File: config.mk
export PLATFORM = sky130hd
export DESIGN_NAME = gpio_dual_port
export DESIGN_NICKNAME = d
export VERILOG_FILES = /design/src/rtl/gpio_pkg.sv /design/src/rtl/gpio_decode.sv /design/src/rtl/gpio_port_reg.sv /design/src/rtl/gpio_flag_pulse.sv /design/src/rtl/gpio_dual_port.sv
export SDC_FILE = /design/constraint.sdc
export NUM_CORES = 1
export LEC_CHECK = 0
export ABC_AREA = 0
export CORE_MARGIN = 2
export CORE_UTILIZATION = 40
export CTS_CLUSTER_DIAMETER = 60
export DETAILED_ROUTE_END_ITERATION = 6
export PLACE_DENSITY = 0.71
export REMOVE_ABC_BUFFERS = 1
export SKIP_LAST_GASP = 1
export SLEW_MARGIN = 10
export SYNTH_ARGS = -nofsm -noshare
export SYNTH_HDL_FRONTEND = slang
export SYNTH_SLANG_ARGS = --single-unit
File: constraint.sdc
create_clock -name clk -period 4.4 [get_ports clk]
set_clock_uncertainty 0.2 [all_clocks]
set_input_delay 0.88 -clock clk [delete_from_list [all_inputs] [get_ports clk]]
set_output_delay 0.88 -clock clk [all_outputs]
set_load 0.01 [all_outputs]
File: src/rtl/gpio_pkg.sv
package gpio_pkg;

  // Register offsets: fixed, software depends on them
  typedef enum logic [3:0] {
    OFS_PB_DATA  = 4'h0,
    OFS_PA_DATA  = 4'h1,
    OFS_PB_DIR   = 4'h2,
    OFS_PA_DIR   = 4'h3,
    OFS_PA_QUIET = 4'hF
  } reg_ofs_e;

  // Port index used for the per-port arrays
  localparam int PORT_B = 0;
  localparam int PORT_A = 1;
  localparam int NUM_PORTS = 2;

  // Bit positions in the flag-clear vector
  localparam int FLG_CB1 = 0;
  localparam int FLG_CB2 = 1;
  localparam int FLG_CA1 = 2;
  localparam int FLG_CA2 = 3;
  localparam int FLG_W   = 4;

endpackage

File: src/rtl/gpio_decode.sv
module gpio_decode
  import gpio_pkg::*;
#(
  parameter int AW = 4
) (
  input  logic                 clk,
  input  logic                 rst_n,
  input  logic                 wr_en,
  input  logic [AW-1:0]        addr,
  output logic [NUM_PORTS-1:0] wr_dat,
  output logic [NUM_PORTS-1:0] wr_dir,
  output logic                 hs_a,
  output logic                 hs_b
);

  logic hit_pb, hit_pa, hit_pq, hit_db, hit_da;

  always_comb begin
    hit_pb = (addr == AW'(OFS_PB_DATA));
    hit_pa = (addr == AW'(OFS_PA_DATA));
    hit_pq = (addr == AW'(OFS_PA_QUIET));
    hit_db = (addr == AW'(OFS_PB_DIR));
    hit_da = (addr == AW'(OFS_PA_DIR));
  end

  always_comb begin
    wr_dat[PORT_B] = wr_en && hit_pb;
    wr_dat[PORT_A] = wr_en && (hit_pa || hit_pq);
    wr_dir[PORT_B] = wr_en && hit_db;
    wr_dir[PORT_A] = wr_en && hit_da;
    hs_a           = wr_en && hit_pa;
    hs_b           = wr_en && hit_pb;
  end


  sel_onehot_chk: assert property (@(posedge clk) disable iff (!rst_n)
    $onehot0({wr_dat, wr_dir}))
    else $error("more than one register selected");


  quiet_no_hs_chk: assert property (@(posedge clk) disable iff (!rst_n)
    wr_dat[PORT_A] && !hs_a |-> !hs_b)
    else $error("quiet port A write raised a handshake clear");

endmodule

File: src/rtl/gpio_port_reg.sv
module gpio_port_reg #(
  parameter int DW = 8
) (
  input  logic          clk,
  input  logic          rst_n,
  input  logic          wr_dat,
  input  logic          wr_dir,
  input  logic [DW-1:0] wdata,
  output logic [DW-1:0] out_q,
  output logic [DW-1:0] dir_q,
  output logic [DW-1:0] view
);

  // Only pins configured as outputs keep written bits
  function automatic logic [DW-1:0] masked_store(input logic [DW-1:0] d,
                                                 input logic [DW-1:0] dir);
    return d & dir;
  endfunction

  // Input pins read as 1, output pins show the stored value
  function automatic logic [DW-1:0] read_view(input logic [DW-1:0] o,
                                              input logic [DW-1:0] dir);
    return (o & dir) | ~dir;
  endfunction

  always_ff @(posedge clk or negedge rst_n) begin
    if (!rst_n) begin
      out_q <= '0;
      dir_q <= '0;
    end else begin
      if (wr_dat) out_q <= masked_store(wdata, dir_q);
      if (wr_dir) dir_q <= wdata;
    end
  end

  always_comb view = read_view(out_q, dir_q);


  dir_load_chk: assert property (@(posedge clk) disable iff (!rst_n)
    wr_dir |=> dir_q == $past(wdata))
    else $error("direction register did not take the written byte");


  dir_hold_chk: assert property (@(posedge clk) disable iff (!rst_n)
    !wr_dir |=> $stable(dir_q))
    else $error("direction register changed without a write");


  out_masked_chk: assert property (@(posedge clk) disable iff (!rst_n)
    wr_dat |=> (out_q & ~$past(dir_q)) == '0)
    else $error("output register stored a bit of an input pin");


  out_hold_chk: assert property (@(posedge clk) disable iff (!rst_n)
    !wr_dat |=> $stable(out_q))
    else $error("output register changed without a write");

endmodule

File: src/rtl/gpio_flag_pulse.sv
module gpio_flag_pulse
  import gpio_pkg::*;
(
  input  logic             clk,
  input  logic             rst_n,
  input  logic             clr_a,
  input  logic             clr_b,
  output logic [FLG_W-1:0] flag_clr
);

  always_ff @(posedge clk or negedge rst_n) begin
    if (!rst_n) begin
      flag_clr <= '0;
    end else begin
      flag_clr[FLG_CA2] <= clr_a;
      flag_clr[FLG_CA1] <= clr_a;
      flag_clr[FLG_CB2] <= clr_b;
      flag_clr[FLG_CB1] <= clr_b;
    end
  end


  a_pulse_chk: assert property (@(posedge clk) disable iff (!rst_n)
    clr_a |=> flag_clr[FLG_CA1] && flag_clr[FLG_CA2])
    else $error("port A write gave no CA clear pulse");


  b_pulse_chk: assert property (@(posedge clk) disable iff (!rst_n)
    clr_b |=> flag_clr[FLG_CB1] && flag_clr[FLG_CB2])
    else $error("port B write gave no CB clear pulse");


  no_spurious_chk: assert property (@(posedge clk) disable iff (!rst_n)
    !clr_a && !clr_b |=> flag_clr == '0)
    else $error("flag clear without a handshake write");

endmodule

File: src/rtl/gpio_dual_port.sv
module gpio_dual_port
  import gpio_pkg::*;
#(
  parameter int DW = 8,
  parameter int AW = 4
) (
  input  logic          clk,
  input  logic          rst_n,
  input  logic          bus_wr,
  input  logic [AW-1:0] bus_addr,
  input  logic [DW-1:0] bus_wdata,
  output logic [DW-1:0] bus_rdata,
  output logic [DW-1:0] pa_out,
  output logic [DW-1:0] pa_oe,
  output logic [DW-1:0] pb_out,
  output logic [DW-1:0] pb_oe,
  output logic [3:0]    flag_clr
);

  logic [NUM_PORTS-1:0] wr_dat, wr_dir;
  logic                 hs_a, hs_b;
  logic [DW-1:0]        out_q [NUM_PORTS];
  logic [DW-1:0]        dir_q [NUM_PORTS];
  logic [DW-1:0]        view  [NUM_PORTS];

  gpio_decode #(.AW(AW)) u_dec (
    .clk    (clk),
    .rst_n  (rst_n),
    .wr_en  (bus_wr),
    .addr   (bus_addr),
    .wr_dat (wr_dat),
    .wr_dir (wr_dir),
    .hs_a   (hs_a),
    .hs_b   (hs_b)
  );

  for (genvar p = 0; p < NUM_PORTS; p++) begin : g_port
    gpio_port_reg #(.DW(DW)) u_reg (
      .clk    (clk),
      .rst_n  (rst_n),
      .wr_dat (wr_dat[p]),
      .wr_dir (wr_dir[p]),
      .wdata  (bus_wdata),
      .out_q  (out_q[p]),
      .dir_q  (dir_q[p]),
      .view   (view[p])
    );
  end

  gpio_flag_pulse u_flag (
    .clk      (clk),
    .rst_n    (rst_n),
    .clr_a    (hs_a),
    .clr_b    (hs_b),
    .flag_clr (flag_clr)
  );

  always_comb begin
    pa_out = out_q[PORT_A];
    pa_oe  = dir_q[PORT_A];
    pb_out = out_q[PORT_B];
    pb_oe  = dir_q[PORT_B];
  end

  always_comb begin
    bus_rdata = '0;
    if (bus_addr == AW'(OFS_PB_DATA))
      bus_rdata = view[PORT_B];
    else if (bus_addr == AW'(OFS_PA_DATA) || bus_addr == AW'(OFS_PA_QUIET))
      bus_rdata = view[PORT_A];
    else if (bus_addr == AW'(OFS_PB_DIR))
      bus_rdata = dir_q[PORT_B];
    else if (bus_addr == AW'(OFS_PA_DIR))
      bus_rdata = dir_q[PORT_A];
  end


  input_reads_one_chk: assert property (@(posedge clk) disable iff (!rst_n)
    (bus_addr == AW'(OFS_PA_DATA)) |-> ((bus_rdata | pa_oe) == '1))
    else $error("input pin of port A did not read as 1");


  pin_follow_chk: assert property (@(posedge clk) disable iff (!rst_n)
    !bus_wr |=> $stable(pa_out) && $stable(pb_out) && $stable(pa_oe) && $stable(pb_oe))
    else $error("pins moved without a bus write");

endmodule

Yosys cells after proc, flatten, opt, wreduce, memory -nomap -nowiden
Index checks and enable logic that the tools add are counted.

operators by class
  reduce and logical (&&, ||, !) cells = 7
  bitwise operators = 8
  muxes and demuxes = 4
  equal/unequal tests = 4

operator list
  operator                                                         number
  8-bit bitwise AND                                                4
  8-bit 2-to-1 mux                                                 4
  8-bit inverter                                                   2
  8-bit OR                                                         2
  4-bit by 2-bit == test with 1-bit output, second input constant  2
  1-bit logical AND                                                5
  4-bit by 1-bit == test with 1-bit output, second input constant  1
  4-bit == test, second input constant                             1
  4-bit logical NOT                                                1
  1-bit logical OR                                                 1

storage, ports and cells
  register bits = 35
  logic and storage cells = 28
  input port bits = 15

Longest topological paths before layout
Gate-level depths: netlist of the first run.

  word-level depth = 5
  gate-level depth with buffers = 5
  gate-level depth less buffers = 3

Cells and area by module
A second synthesis of the first run with hierarchy kept.

unflattened totals
  cell total of the unflattened synthesis = 196
  area, all modules = 2,001.9 um2

modules (own cells, without submodules)
  module           instances  area an instance (um2)  sequential area each (um2)  cells each
  gpio_port_reg    2          670.6                   400.4                       58
  gpio_dual_port   1          519.2                   0.0                         66
  gpio_decode      1          76.3                    0.0                         10
  gpio_flag_pulse  1          65.1                    50.0                        4

Worst setup path before layout of the first run
Ideal clock, no wire load.

  kind = input port to output port
  from = input port bus_addr[2]
  to = output port bus_rdata[0]
  path slack = 1,479 ps
  buffers on the path = 2
  data required time = 3,320 ps
  stages = 5
  data arrival time = 1,841 ps
  cell sequence = buf_2 > and3_1 > buf_2 > o21ai_0 > a221oi_1

between the ends
  longest elaborated chain between the ends = 5

ends and longest elaborated chain
  element                                   RTL line              RTL
  start: declaration                        gpio_dual_port.sv:10  input logic [AW-1:0] bus_addr,
  4-bit by 2-bit == test with 1-bit output  gpio_dual_port.sv:73  else if (bus_addr == AW'(OFS_PA_DIR))
  8-bit 2-to-1 mux                          gpio_dual_port.sv:73
  8-bit 2-to-1 mux                          gpio_dual_port.sv:71  else if (bus_addr == AW'(OFS_PB_DIR))
  8-bit 2-to-1 mux                          gpio_dual_port.sv:69  else if (bus_addr == AW'(OFS_PA_DATA) || bus_addr == AW'(OFS_PA_QUIET))
  8-bit 2-to-1 mux *                        gpio_dual_port.sv:67  if (bus_addr == AW'(OFS_PB_DATA))
  end: declaration                          gpio_dual_port.sv:12  output logic [DW-1:0] bus_rdata,

Mark *: on every way between the ends. The rest lies on a longest branch, timed or not.

Worst setup path in the final report of the first run
  from = input port bus_addr[3]
  to = output port bus_rdata[6]

Same word-level chain as after synthesis.

==> results of run 1 <==
==> report_power, final <==
part	internal, mW	leakage (nW)	switching [mW]
Sequential	0.385	0.425	0.0704
Clock	0.109	0.0383	0.106
Combinational	0.227	0.633	0.139
Total	0.722	1.10	0.316
==> cells by family after synthesis <==
group	after synthesis	synth area share (%)
flip-flops	34	45.9
AO/OA/AOI/OAI	26	9.60
buffers and inverters	29	7.16
AND/OR/NAND/NOR	60	18.9
multiplexers	32	18.4
==> Yosys cell counts, drive strengths merged <==
cell | count | area share, %
dfrtp | 34 | 46
inv | 18 | 3.6
nand2 | 17 | 3.4
mux2 | 16 | 9.7
mux2i | 16 | 8.6
nor2b | 16 | 5.4
nor3b | 16 | 6.5
o21ai | 16 | 4.3
buf | 10 | 3.3
a221oi | 8 | 3.8
nand3 | 3 | 0.81
nor2 | 3 | 0.61
a21boi | 1 | 0.61
a21oi | 1 | 0.88
and3 | 1 | 0.34
clkbuf | 1 | 0.20
nand4 | 1 | 0.34
nand4b | 1 | 0.47
or3 | 1 | 0.61
or4 | 1 | 0.41
==> area by class of cell <==
cell class	instances	area share, %
Inverter	18	2.65
Tap cell	52	2.55
Sequential cell	34	33.3
Timing Repair Buffer	64	24.5
Multi-Input combinational cell	118	34.0
Clock buffer	7	2.99
==> metal layers <==
layer	wire (um)	share of wire [%]	GRT usage (%)	vias up
li1	-	-	-	744
met1	2190	48	25.4	724
met2	2140	47	29.9	50
met3	199	4.4	4.72	4
met4	42	0.92	5.03	0
met5	0	0	0	-
==> how the worst max path moves through the flow <==
stage,slack (ns),start,end,cells past startpoint
3_3_place_gp,0.23,bus_addr[3],bus_rdata[6],5
2_1_floorplan,1.49,bus_addr[3],bus_rdata[2],3
3_5_place_dp,0.19,bus_addr[3],bus_rdata[6],5
6_report,0.21,bus_addr[3],bus_rdata[6],5
4_1_cts,0.20,bus_addr[3],bus_rdata[6],5
5_1_grt,0.10,bus_addr[3],bus_rdata[6],5
==> worst max-delay path, stage by stage <==
cell and delay (ns):
clkdlybuf4s50_1 0.58, or4_1 0.79, nor3b_1 0.27, a221oi_1 0.08, clkdlybuf4s50_1 0.51
==> metrics by stage <==
| stage | utilization (%) | total power [mW] | hold slack [ns] | cell area, um^2 |
|---|---|---|---|---|
| after floorplan | - | 0.607 | 0.360 | 1790 |
| after global placement | 56.1 | 0.824 | 0.328 | 2480 |
| after detailed placement | 56.1 | 0.831 | 0.332 | 2480 |
| after CTS | 57.9 | 1.05 | 0.345 | 2550 |
| after global routing | 57.9 | 1.10 | 0.362 | 2550 |
| final | 57.9 | 1.04 | 0.341 | 2550 |
==> state kept, by name, indices dropped and copies added (netlist names) <==
name and flops:
g_port.u_reg.dir_q 16, g_port.u_reg.out_q 16, u_flag.flag_clr 2
==> cell usage in the layout, fill, tap and decap left out, drive strengths merged <==
cell,n
nor2,3
o21ai,16
clkdlybuf4s50,58
a221oi,8
dfrtp,34
nand2,17
nand3,3
or3,1
mux2,16
nor3b,16
mux2i,16
buf,6
or4,1
and3,1
a21boi,1
a21oi,1
clkbuf,7
nand4b,1
nand4,1
nor2b,16
inv,18
==> flow_summary_export.csv, run 1 <==
group,metric,value,unit
setup_path,crit_type,"input port to output pin",
clock_tree,postCtsResizedCells,0,
power_and_ir_drop,ir_drop,0.220,mV
sta,period_needed,4.19,ns
routing,ant_nets,0,
yosys,avgSynthCellArea,10.2,um^2
sta,worst_slew_pin_slew,0.679,ns
routing,drt-initial-drc-count,76,
die,rows,24,
global_route,grt_pass1_wl,7320,um
worst_hold_path,holdPathStages,2,
routing,drc_errors,0,
die,die_x,72.0,um
sta,relSlewSlack,54.6,%
placed_design,place.port_buffers,58,
clock_tree,post_cts_buffers,0,
yosys,syn-cell-area,1850,um^2
setup_path,r2r_slack,3.38,ns
sta,finalSetupViolCount,0,
setup_path,cp.arrival,3.11,ns
placed_design,place.gp.congestion,0.768,
yosys,ys_seq_area_share,45.9,%
worst_hold_path,hp-start,"g_port[1].u_reg.out_q[6]",
clock_tree,numCtsBuffers,5,
clock_tree,insertion_delay,0.28,ns
setup_path,crit_fanout,10,
routing,avgRoutedWirePerCell,15.6,um
layout,layout.nets,256,
layout,num_antenna_cells,0,
layout,finalNonFillerCells,293,
setup_path,reg2reg_depth,1,
die,die-height,72.0,um
setup_path,startpoint_type,"input port",
die,coreArea,4410,um^2
clock_tree,clk_path_buf_depth,2,
layout,n_fill_cell,416,
global_route,grt-ovfl-total,0,
die,io_pins,59,
worst_hold_path,min_to,"g_port[1].u_reg.out_q[6]",
outcome,run_status,"completed",
clock_tree,cts_sinks,34,
global_route,grt_pass1_vias,1412,
setup_path,r2r-end,"g_port[0].u_reg.dir_q[0]",
routing,via_count,1522,
routing,vias_per_cell,5.19,
layout,areaGrowthSynthToFinish,37.9,%
yosys,synthCells,181,
placed_design,dpl.hpwl,3120,um
job,maxCapViolations,0,
die,die_area,5190,um^2
routing,routed_wl,4570,um
sta,slew_violations,0,
setup_path,crit_path_end_kind,"output pin",
global_route,grt_util_all_layers,18.7,%
power_and_ir_drop,leakagePower,1.10,nW
clock_tree,htreeDepth,2,
yosys,synth_seq_cells,34,
sta,fmax,0.238,GHz
sta,setup_ws,0.206,ns
worst_hold_path,hold_path.class,"register to register",
placed_design,dp_slack,0.195,ns
routing,drt_first_pass_iters,4,
clock_tree,cts-root-buf,"clkbuf_8",
power_and_ir_drop,powerDensity,406,nW/um^2
sta,hold_viol,0,
layout,multi_input_area,868,um^2
setup_path,crit_required,3.32,ns
layout,seq_area,851,um^2
die,start_util,42.0,%
placed_design,place_inst,286,
yosys,yosysUniqueCellTypes,22,
global_route,antenna_found_initial,0,
global_route,grt_max_degree,35,
layout,drive_gt1_share,12.4,%
sta,grt_setup_unrepaired,"false",
clock_tree,tritoncts,"yes",
sta,setup_tns,0,ns
clock_tree,clkTransAtPathRegs,0.06,ns
clock_tree,holdBufCountCts,0,
yosys,yosys_warnings,0,
sta,fin_crit_sh,95.3,%
setup_path,r2r_start,"g_port[0].u_reg.dir_q[0]",
Note: power is estimated with default switching activity, not from simulation.
==> run 2, diff against run 1 <==
Settings changed: SKIP_LAST_GASP 1 to unset.
==> results of run 2 <==
Final layout, timing and power as in run 1 (identical DEF).
